`src/rtl/dmarq_pkg.sv`:
```
package dmarq_pkg;
   localparam int ADDR_W     = 16;
   localparam int DATA_W     = 32;
   localparam int CHF_W      = 5;             // channel field width in a map register
   localparam int IDX_W      = 7;             // map register index width
   localparam int BANK_CNT   = 64;            // registers per bank
   localparam logic [ADDR_W-1:0] LO_BASE = 16'h0100;
   localparam logic [ADDR_W-1:0] HI_BASE = 16'h1100;
   localparam logic [ADDR_W-1:0] STAT_A  = 16'h00E0;
   localparam logic [ADDR_W-1:0] STAT_B  = 16'h00E4;
   localparam logic [ADDR_W-1:0] STAT_C  = 16'h00E8;
   localparam int VLD_BIT    = 7;

   typedef struct packed {
      logic             hit;
      logic [IDX_W-1:0] idx;
   } map_sel_t;

   function automatic map_sel_t decode_map(input logic [ADDR_W-1:0] a);
      map_sel_t s;
      s.hit = 1'b0;
      s.idx = '0;
      if (a[1:0] == 2'b00) begin
         if (a >= LO_BASE && a < LO_BASE + ADDR_W'(4 * BANK_CNT)) begin
            s.hit = 1'b1;
            s.idx = {1'b0, a[7:2]};
         end else if (a >= HI_BASE && a < HI_BASE + ADDR_W'(4 * BANK_CNT)) begin
            s.hit = 1'b1;
            s.idx = {1'b1, a[7:2]};
         end
      end
      return s;
   endfunction

   function automatic logic is_status(input logic [ADDR_W-1:0] a);
      return (a == STAT_A) || (a == STAT_B) || (a == STAT_C);
   endfunction
endpackage

```
`src/rtl/dmarq_regfile.sv`:
```
module dmarq_regfile
   import dmarq_pkg::*;
#(
   parameter int NUM_REQ = 75,
   parameter int NUM_CH  = 16
) (
   input  logic                          clk,
   input  logic                          rst_n,
   input  logic                          reg_we,
   input  logic [ADDR_W-1:0]             reg_addr,
   input  logic [DATA_W-1:0]             reg_wdata,
   output logic [DATA_W-1:0]             reg_rdata,
   output logic [NUM_REQ-1:0]            map_vld,
   output logic [NUM_REQ-1:0][CHF_W-1:0] map_ch,
   output logic                          map_err
);
   map_sel_t wsel;
   map_sel_t rsel;
   logic     wr_ok;
   logic     bad_ch;
   logic     unused_wbits;

   assign wsel   = decode_map(reg_addr);
   assign rsel   = wsel;
   assign wr_ok  = reg_we && wsel.hit && (int'(wsel.idx) < NUM_REQ);
   assign bad_ch = reg_wdata[VLD_BIT] && (int'(reg_wdata[CHF_W-1:0]) >= NUM_CH);
   assign unused_wbits = ^{reg_wdata[DATA_W-1:8], reg_wdata[6:5]};

   always_ff @(posedge clk or negedge rst_n) begin
      if (!rst_n) begin
         map_vld <= '0;
         map_ch  <= '0;
         map_err <= 1'b0;
      end else if (wr_ok) begin
         map_vld[wsel.idx] <= reg_wdata[VLD_BIT];
         map_ch[wsel.idx]  <= reg_wdata[CHF_W-1:0];
         if (bad_ch) map_err <= 1'b1;
      end
   end

   always_comb begin
      reg_rdata = '0;
      if (rsel.hit && (int'(rsel.idx) < NUM_REQ)) begin
         reg_rdata[VLD_BIT]     = map_vld[rsel.idx];
         reg_rdata[CHF_W-1:0]   = map_ch[rsel.idx];
      end
   end

   assert_err_sticky_R10 : assert property (@(posedge clk) disable iff (!rst_n)
      map_err |=> map_err);

   assert_status_wr_ignored_R4 : assert property (@(posedge clk) disable iff (!rst_n)
      (reg_we && is_status(reg_addr)) |=> ($stable(map_vld) && $stable(map_ch)));

   assert_status_reads_zero_R4 : assert property (@(posedge clk) disable iff (!rst_n)
      is_status(reg_addr) |-> (reg_rdata == '0));
endmodule

```
`src/rtl/dmarq_route.sv`:
```
module dmarq_route
   import dmarq_pkg::*;
#(
   parameter int NUM_REQ = 75,
   parameter int NUM_CH  = 16
) (
   input  logic [NUM_REQ-1:0]            req_lvl,
   input  logic [NUM_REQ-1:0]            map_vld,
   input  logic [NUM_REQ-1:0][CHF_W-1:0] map_ch,
   output logic [NUM_CH-1:0]             ch_lvl
);
   // Scan from the top down so the lowest-numbered matching request is applied last.
   always_comb begin
      ch_lvl = '0;
      for (int c = 0; c < NUM_CH; c++) begin
         for (int r = NUM_REQ - 1; r >= 0; r--) begin
            if (map_vld[r] && (map_ch[r] == CHF_W'(c))) ch_lvl[c] = req_lvl[r];
         end
      end
   end
endmodule

```
`src/rtl/dmarq_edge.sv`:
```
module dmarq_edge #(
   parameter int NUM_CH = 16
) (
   input  logic              clk,
   input  logic              rst_n,
   input  logic [NUM_CH-1:0] ch_lvl,
   output logic [NUM_CH-1:0] lvl_q,
   output logic [NUM_CH-1:0] ras_set_o,
   output logic [NUM_CH-1:0] ras_clr_o,
   output logic [NUM_CH-1:0] eor_set_o
);
   logic [NUM_CH-1:0] rise;
   logic [NUM_CH-1:0] fall;

   assign rise = ch_lvl & ~lvl_q;
   assign fall = ~ch_lvl & lvl_q;

   always_ff @(posedge clk or negedge rst_n) begin
      if (!rst_n) begin
         lvl_q     <= '0;
         ras_set_o <= '0;
         ras_clr_o <= '0;
         eor_set_o <= '0;
      end else begin
         lvl_q     <= ch_lvl;
         ras_set_o <= rise;
         ras_clr_o <= fall;
         eor_set_o <= fall;
      end
   end

   assert_ras_on_rise_R7 : assert property (@(posedge clk) disable iff (!rst_n)
      ((ras_set_o & (~lvl_q | $past(lvl_q))) == '0));

   assert_eor_on_fall_R8 : assert property (@(posedge clk) disable iff (!rst_n)
      ((eor_set_o & (lvl_q | ~$past(lvl_q))) == '0));

   assert_eor_with_clr_R8 : assert property (@(posedge clk) disable iff (!rst_n)
      (eor_set_o == ras_clr_o));

   assert_set_clr_excl_R7 : assert property (@(posedge clk) disable iff (!rst_n)
      ((ras_set_o & ras_clr_o) == '0));
endmodule

```
`src/rtl/dmarq_mapper.sv`:
```
module dmarq_mapper
   import dmarq_pkg::*;
#(
   parameter int NUM_REQ = 75,
   parameter int NUM_CH  = 16,
   parameter bit SYNC_IN = 1'b1
) (
   input  logic               clk,
   input  logic               rst_n,
   input  logic [NUM_REQ-1:0] req_in,
   input  logic               reg_we,
   input  logic [15:0]        reg_addr,
   input  logic [31:0]        reg_wdata,
   output logic [31:0]        reg_rdata,
   output logic [NUM_CH-1:0]  chan_req,
   output logic [NUM_CH-1:0]  ras_set,
   output logic [NUM_CH-1:0]  ras_clr,
   output logic [NUM_CH-1:0]  eor_set,
   output logic               map_err
);
   localparam int MAX_REQ = 2 * BANK_CNT;
   localparam int MAX_CH  = 1 << CHF_W;

   if (NUM_REQ < 1 || NUM_REQ > MAX_REQ) begin : g_bad_req
      $error("dmarq_mapper: NUM_REQ out of range");
   end
   if (NUM_CH < 1 || NUM_CH > MAX_CH) begin : g_bad_ch
      $error("dmarq_mapper: NUM_CH out of range");
   end

   logic [NUM_REQ-1:0]            req_s;
   logic [NUM_REQ-1:0]            map_vld;
   logic [NUM_REQ-1:0][CHF_W-1:0] map_ch;
   logic [NUM_CH-1:0]             ch_lvl;

   if (SYNC_IN) begin : g_in_reg
      always_ff @(posedge clk or negedge rst_n) begin
         if (!rst_n) req_s <= '0;
         else        req_s <= req_in;
      end
   end else begin : g_in_comb
      assign req_s = req_in;
   end

   dmarq_regfile #(.NUM_REQ(NUM_REQ), .NUM_CH(NUM_CH)) u_regs (
      .clk       (clk),
      .rst_n     (rst_n),
      .reg_we    (reg_we),
      .reg_addr  (reg_addr),
      .reg_wdata (reg_wdata),
      .reg_rdata (reg_rdata),
      .map_vld   (map_vld),
      .map_ch    (map_ch),
      .map_err   (map_err)
   );

   dmarq_route #(.NUM_REQ(NUM_REQ), .NUM_CH(NUM_CH)) u_route (
      .req_lvl (req_s),
      .map_vld (map_vld),
      .map_ch  (map_ch),
      .ch_lvl  (ch_lvl)
   );

   dmarq_edge #(.NUM_CH(NUM_CH)) u_edge (
      .clk       (clk),
      .rst_n     (rst_n),
      .ch_lvl    (ch_lvl),
      .lvl_q     (chan_req),
      .ras_set_o (ras_set),
      .ras_clr_o (ras_clr),
      .eor_set_o (eor_set)
   );
endmodule

```
`config.mk`:
```
export PLATFORM = sky130hd
export DESIGN_NAME = dmarq_mapper
export DESIGN_NICKNAME = d
export VERILOG_FILES = /design/src/rtl/dmarq_pkg.sv /design/src/rtl/dmarq_regfile.sv /design/src/rtl/dmarq_route.sv /design/src/rtl/dmarq_edge.sv /design/src/rtl/dmarq_mapper.sv
export SDC_FILE = /design/constraint.sdc
export NUM_CORES = 2
export LEC_CHECK = 0
export ABC_AREA = 1
export BUFFER_PORTS_ARGS = -buffer_cell sky130_fd_sc_hd__buf_2
export CAP_MARGIN = 20
export CORE_ASPECT_RATIO = 0.5
export CORE_MARGIN = 1
export CORE_UTILIZATION = 30
export DETAILED_ROUTE_END_ITERATION = 6
export GPL_ROUTABILITY_DRIVEN = 0
export HOLD_SLACK_MARGIN = 0.08
export SYNTH_ARGS = -nofsm -noshare
export SYNTH_HDL_FRONTEND = slang
export SYNTH_SLANG_ARGS = --single-unit
```
`constraint.sdc`:
```
create_clock -name clk -period 9.9 [get_ports clk]
set_input_delay 1.98 -clock clk [delete_from_list [all_inputs] [get_ports clk]]
set_output_delay 1.98 -clock clk [all_outputs]
set_load 0.01 [all_outputs]
```
======== Yosys cells after proc, flatten, opt, wreduce, memory -nomap -nowiden ========
Cells that the tools add are included.
word-level totals
  flip-flop bits (word level) ............. 574
  latch bits .............................. 0
  bits in writable memories ............... 0
  memory bits (read-only) ................. 0
  bits of input ports ..................... 126
  output and inout bits ................... 97
  word-level logic and storage cells ...... 3717
  memories ................................ 0
cells by class
  add/sub/neg operators ................... 0
  multiply operators ...................... 0
  div/mod/pow operators ................... 0
  order comparisons ....................... 8
  equal/unequal tests ..................... 1125
  shift operators ......................... 0
  muxes and demuxes ....................... 1215
  bitwise gates (word level) .............. 4
  reductions and logical operators ........ 1284
operators by type and width
  operator                                                                               count
  5-bit by 4-bit equality test with 1-bit output, second input constant                  600
  5-bit by 3-bit equality test with 1-bit output, second input constant                  300
  1-bit logical AND                                                                      1207
  1-bit two-way mux                                                                      1203
  5-bit by 2-bit equality test with 1-bit output, second input constant                  150
  375-bit bitwise mux                                                                    1
  5-bit by 1-bit equality test with 1-bit output, second input constant                  75
  5-bit zero test                                                                        75
  75-bit bitwise mux                                                                     1
  5-bit binary-select mux with 7-bit select                                              1
  5-bit demux with 7-bit select                                                          1
  16-bit AND                                                                             2
  16-bit inverter                                                                        2
  8-bit two-way mux                                                                      3
  16-bit by 13-bit greater-or-equal comparator with 1-bit output, second input constant  1
  16-bit by 9-bit greater-or-equal comparator with 1-bit output, second input constant   1
  16-bit by 10-bit < comparator with 1-bit output, second input constant                 1
  16-bit by 13-bit < comparator with 1-bit output, second input constant                 1
  5-bit two-way mux                                                                      3
  7-bit by 8-bit < comparator with 1-bit output, second input constant                   1
  1-bit binary-select mux with 7-bit select                                              1
  1-bit demux with 7-bit select                                                          1
  7-bit by 1-bit greater-or-equal comparator with 1-bit output, second input constant    1
  7-bit < comparator, second input constant                                              1
  other kinds (3)                                                                        3

======== Logic depth before layout (Yosys ltp) ========
  word-level depth ........................ 79
  mapped depth ............................ 88
  depth with buffers taken out ............ 88

======== Cells and area by module ========
Synthesis repeated with hierarchy kept, for this count alone.
second synthesis, totals
  cell total of the unflattened synthesis .. 8259
  area, all modules ....................... 47737.0 µm²
by module, submodules not included
  module         instances  cells an instance  area an instance (µm²)  sequential area each (µm²)
  dmarq_route    1          5549               23949.2                 0.0
  dmarq_regfile  1          2507               20349.5                 11285.8
  dmarq_mapper   1          75                 1876.8                  1876.8
  dmarq_edge     1          128                1561.5                  1201.2

======== Worst setup path before layout ========
Ideal clock, no wire load.
  path type ............................... input to output
  from .................................... input reg_addr[13]
  to ...................................... output reg_rdata[1]
  arrival ................................. 4967 ps
  data required time ...................... 7920 ps
  path slack .............................. 2953 ps
  stages on the path ...................... 13
  path buffers ............................ 3
  cell sequence ........................... or4_1 nor2_1 nand2_1 nor2_1 inv_1 nand2_1 clkbuf_1 buf_1 clkbuf_1 o22ai_1 o41ai_1 nand2_1 nor4_1
between the ends
  longest elaborated chain between the ends .. 8
  elaborated cells on any way between the ends .. 14
  classes of those cells .................. order compare: 5; mux: 6; reduce/logical: 3
ends and longest elaborated chain
  what                                                                                                                                      RTL line                                  RTL
  start: declaration                                                                                                                        dmarq_mapper.sv:12                        input logic [15:0] reg_addr,
  16-bit by 13-bit greater-or-equal comparator with 1-bit output / 16-bit by 13-bit < comparator with 1-bit output (equally long branches)  dmarq_pkg.sv:27                           end else if (a >= HI_BASE && a < HI_BASE + ADDR_W'(4 * BANK_CNT)) begin
  1-bit logical AND                                                                                                                         dmarq_pkg.sv:27
  8-bit two-way mux                                                                                                                         dmarq_pkg.sv:27
  8-bit two-way mux (*)                                                                                                                     dmarq_pkg.sv:24                           if (a >= LO_BASE && a < LO_BASE + ADDR_W'(4 * BANK_CNT)) begin
  8-bit two-way mux (*)                                                                                                                     dmarq_pkg.sv:23                           if (a[1:0] == 2'b00) begin
  5-bit binary-select mux with 7-bit select / 7-bit < comparator (equally long branches)                                                    dmarq_regfile.sv:45, dmarq_regfile.sv:43
  5-bit two-way mux (implied by the code) / 1-bit logical AND (equally long branches)                                                       dmarq_regfile.sv:45, dmarq_regfile.sv:43
  5-bit two-way mux (*)                                                                                                                     dmarq_regfile.sv:43                       if (rsel.hit && (int'(rsel.idx) < NUM_REQ)) begin
  end: declaration                                                                                                                          dmarq_mapper.sv:14                        output logic [31:0] reg_rdata,
Mark *: on every way between the ends. The rest lies on a longest branch, timed or not. The select of a mux whose other input is x is not followed.

======== Final worst setup path ========
  from .................................... input reg_addr[1]
  to ...................................... output reg_rdata[1]
between the ends
  longest elaborated chain between the ends .. 8
  elaborated cells on any way between the ends .. 15
  classes of those cells .................. order compare: 5; mux: 6; reduce/logical: 4
ends and longest elaborated chain
  what                                                                                                                                      RTL line
  16-bit by 13-bit greater-or-equal comparator with 1-bit output / 16-bit by 13-bit < comparator with 1-bit output (equally long branches)  dmarq_pkg.sv:27
  1-bit logical AND                                                                                                                         dmarq_pkg.sv:27
  8-bit two-way mux                                                                                                                         dmarq_pkg.sv:27
  8-bit two-way mux                                                                                                                         dmarq_pkg.sv:24
  8-bit two-way mux (*)                                                                                                                     dmarq_pkg.sv:23
  5-bit binary-select mux with 7-bit select / 7-bit < comparator (equally long branches)                                                    dmarq_regfile.sv:45, dmarq_regfile.sv:43
  5-bit two-way mux (implied by the code) / 1-bit logical AND (equally long branches)                                                       dmarq_regfile.sv:45, dmarq_regfile.sv:43
  5-bit two-way mux (*)                                                                                                                     dmarq_regfile.sv:43
Marked as above.

==> results.yml <==
clocking:
  cts_buffer_depth: 3
  root_buffer: "clkbuf_16"
  ctsResizeCount: 0
  cts.clk_slew.worst_paths_ns: 0.06
  h-tree-depth: 3
  cts_sinks: 574
  insertion_delay_ns: 0.68
  cts_hold_buf: 0
  cts_made_buffers: 69
  cts_setup_buffers: 0
  cts_tree: "yes"
worst_hold_path:
  hold_class: "register to register"
final_layout:
  final_cells: 10200
  fin_area_um2: 52000
  fillCellCount: 17200
  seqCellArea_um2: 14400
  num-nets-final: 8156
  fin_util_pct: 33.6
  drive_gt1_share_pct: 4.89
  multiInputGateArea_um2: 26600
  synthToLayoutAreaGrowth_pct: 11.0
placed_design:
  port_buffers: 170
  hpwl_mm: 151
  place_inst: 10000
  pre_cts_ws_ns: 1.54
  placed_area_um2: 49700
route:
  wirelength_mm: 197
  wl_per_cell_um: 19.4
  num_vias: 53700
  viasPerCell: 5.28
  drc_errors: 2
  drtIter0Drc: 7219
  drt-pass1-iter-count: 7
  postRouteAntennaNets: 0
floorplanning:
  die_x_um: 561
  core_area_um2: 155000
  rows: 102
  die_h_um: 282
  ios: 223
  die_area_um2: 158000
  start_util_pct: 30.3
sta:
  max_freq_mhz: 115
  worst_slew_pin_slew_ns: 1.23
  whs_ns: 0.444
  finalHoldViolCount: 0
  rsz0062_at_grt: "false"
  fin_crit_sh_pct: 87.8
  finClkSkew_ns: 0.0324
  fin_ws_ns: 1.21
  slew_headroom_pct: 17.1
  tns_ns: 0
  finalMaxSlewViolations: 0
  finalCriticalPeriod_ns: 8.69
  setup_viol: 0
global_route:
  antenna_found_initial: 8
  grt_first_pass_wirelength_mm: 296
  overflow: 0
  grt_pass1_vias: 47700
  grtUsageTotal_pct: 24.2
  grt_max_degree: 161
logic_synthesis:
  ys_seq_area_share_pct: 30.6
  synth_top_flop_cell: "dfrtp_1"
  synth_area_um2: 46900
  syn-mean-instance-area_um2: 5.86
  synthArstFlopShare_pct: 100
  synth_edf_count: 0
  synth.most_common_cell: "nand2_1"
  synth_area_leaders: "dfrtp_1, nand2_1, inv_1"
  ys_types: 50
  yosysWarnings: 0
  synth-seq-cells: 574
  yosysTopAreaCell: "dfrtp_1"
  synth_top_area_share_pct: 30.6
  synthTopCellsByCount: "nand2_1, inv_1, nor2_1, o21ai_0, dfrtp_1"
  synth_cells: 7995
status:
  violations: "DRC"
  outcome: "finished with violations"
setup_path:
  crit_fanout: 17
  worst_path_most_repeated_cell: "nand2_1"
  crit_arrival_ns: 6.71
  worst-path-buf-inv: 5
  end_kind: "output pin"
  crit_chain: "buf_2, or4_1, nor2_1, nand2_1, nor2_2, buf_4, inv_2, nand2_2, inv_1, nand2_1, o221ai_1, o31ai_1, nand2_1, a211oi_1, o311ai_0, nor4_1, buf_2"
  critPathTopFamily: "simple AND/OR/NAND/NOR gates"
  crit_type: "input port to output pin"
  cp-start-kind: "input port"
  slowest_stage: "nor4_1"
  cpPeakStageDelay_ns: 0.68
  cp.required_ns: 7.92
power:
  power_mw: 5.25
  p_leak_nw: 23.7
  powerDensity_nw_per_um2: 101
  vdd_drop_max_v: 0.000114
run:
  drv_cap: 0
==> worst paths after layout <==
kind	start	endpoint	slack, ns	depth (start not counted)
max	reg_addr[1]	reg_rdata[1]	1.21	17
min	u_edge.lvl_q[0]$_DFF_PN0_	u_edge.ras_set_o[0]$_DFF_PN0_	0.44	1
max reg2reg	u_regs.map_ch[372]$_DFFE_PN0P_	u_edge.ras_set_o[6]$_DFF_PN0_	2.01	78
min reg2reg	u_edge.lvl_q[0]$_DFF_PN0_	u_edge.ras_set_o[0]$_DFF_PN0_	0.44	1
max in group asynchronous	rst_n	u_regs.map_ch[303]$_DFFE_PN0P_	7.02	2
min in group asynchronous	rst_n	u_edge.ras_clr_o[9]$_DFF_PN0_	1.33	1
==> sequential cells by signal (all words and copies together), names as in the netlist <==
name,count
u_edge.ras_clr_o,16
u_regs.map_ch,375
u_regs.map_vld,75
req_s,75
u_regs.map_err,1
u_edge.lvl_q,16
u_edge.ras_set_o,16
==> cells in the final DEF (no fill, tap or decap), drive strengths merged, types with 2 or more instances in the layout <==
cell / instances
nand2: 2422
inv: 1275
nor2: 976
o21ai: 776
dfrtp: 574
a21oi: 512
nand3: 280
o22ai: 231
buf: 229
nor3: 177
o31ai: 111
clkbuf: 88
nand4: 74
o21bai: 39
clkinv: 38
a31oi: 35
a22oi: 29
a21boi: 29
conb: 26
o221ai: 23
nor4: 20
o211ai: 18
a221oi: 16
o21a: 11
a211oi: 11
o2111ai: 10
o41ai: 8
clkinvlp: 8
diode: 6
a2111oi: 5
o311ai: 5
o32ai: 4
bufinv: 4
a221o: 3
nand3b: 2
a32oi: 2
or4: 2
a311oi: 2
or3: 2
==> routing by layer <==
metal	vias up	GRT usage (%)	share of wire [%]
met2	2952	35.7	41
met5	-	0	0
met3	400	5.64	11
met1	24400	34.5	44
li1	26000	-	-
met4	0	8.14	3.5
==> where the power goes <==
part	switching, mW	leakage, nW	internal [mW]
combinational	0.153	14.8	0.0270
sequential	0.0456	7.82	2.36
clock	1.15	1.11	1.51
total	1.35	23.7	3.90
==> final cells by class <==
type	count	share of cell area (%)
antenna	6	0.0289
clock buffer	88	3.75
clock inverter	33	0.664
multi-input combinational	5864	51.0
inverter	1292	9.32
tap	2080	5.00
sequential	574	27.6
timing repair buffer	229	2.61
==> worst reg2reg max path, delay by kind of cell, from the launching register on <==
family | cells | cell delay, ns
AO/OA/AOI/OAI | 12 | 1.77
buffers and inverters | 1 | 0.09
flip-flops | 1 | 0.50
AND/OR/NAND/NOR | 65 | 5.43
==> kinds of logic after synthesis <==
kind of cell	Yosys count	share of synthesized area (%)
flip-flops	574	30.6
buffers and inverters	1582	13.0
other	1	0.00800
AO/OA/AOI/OAI	1882	22.8
AND/OR/NAND/NOR	3956	33.6
Power figures use the tool's default switching activity.
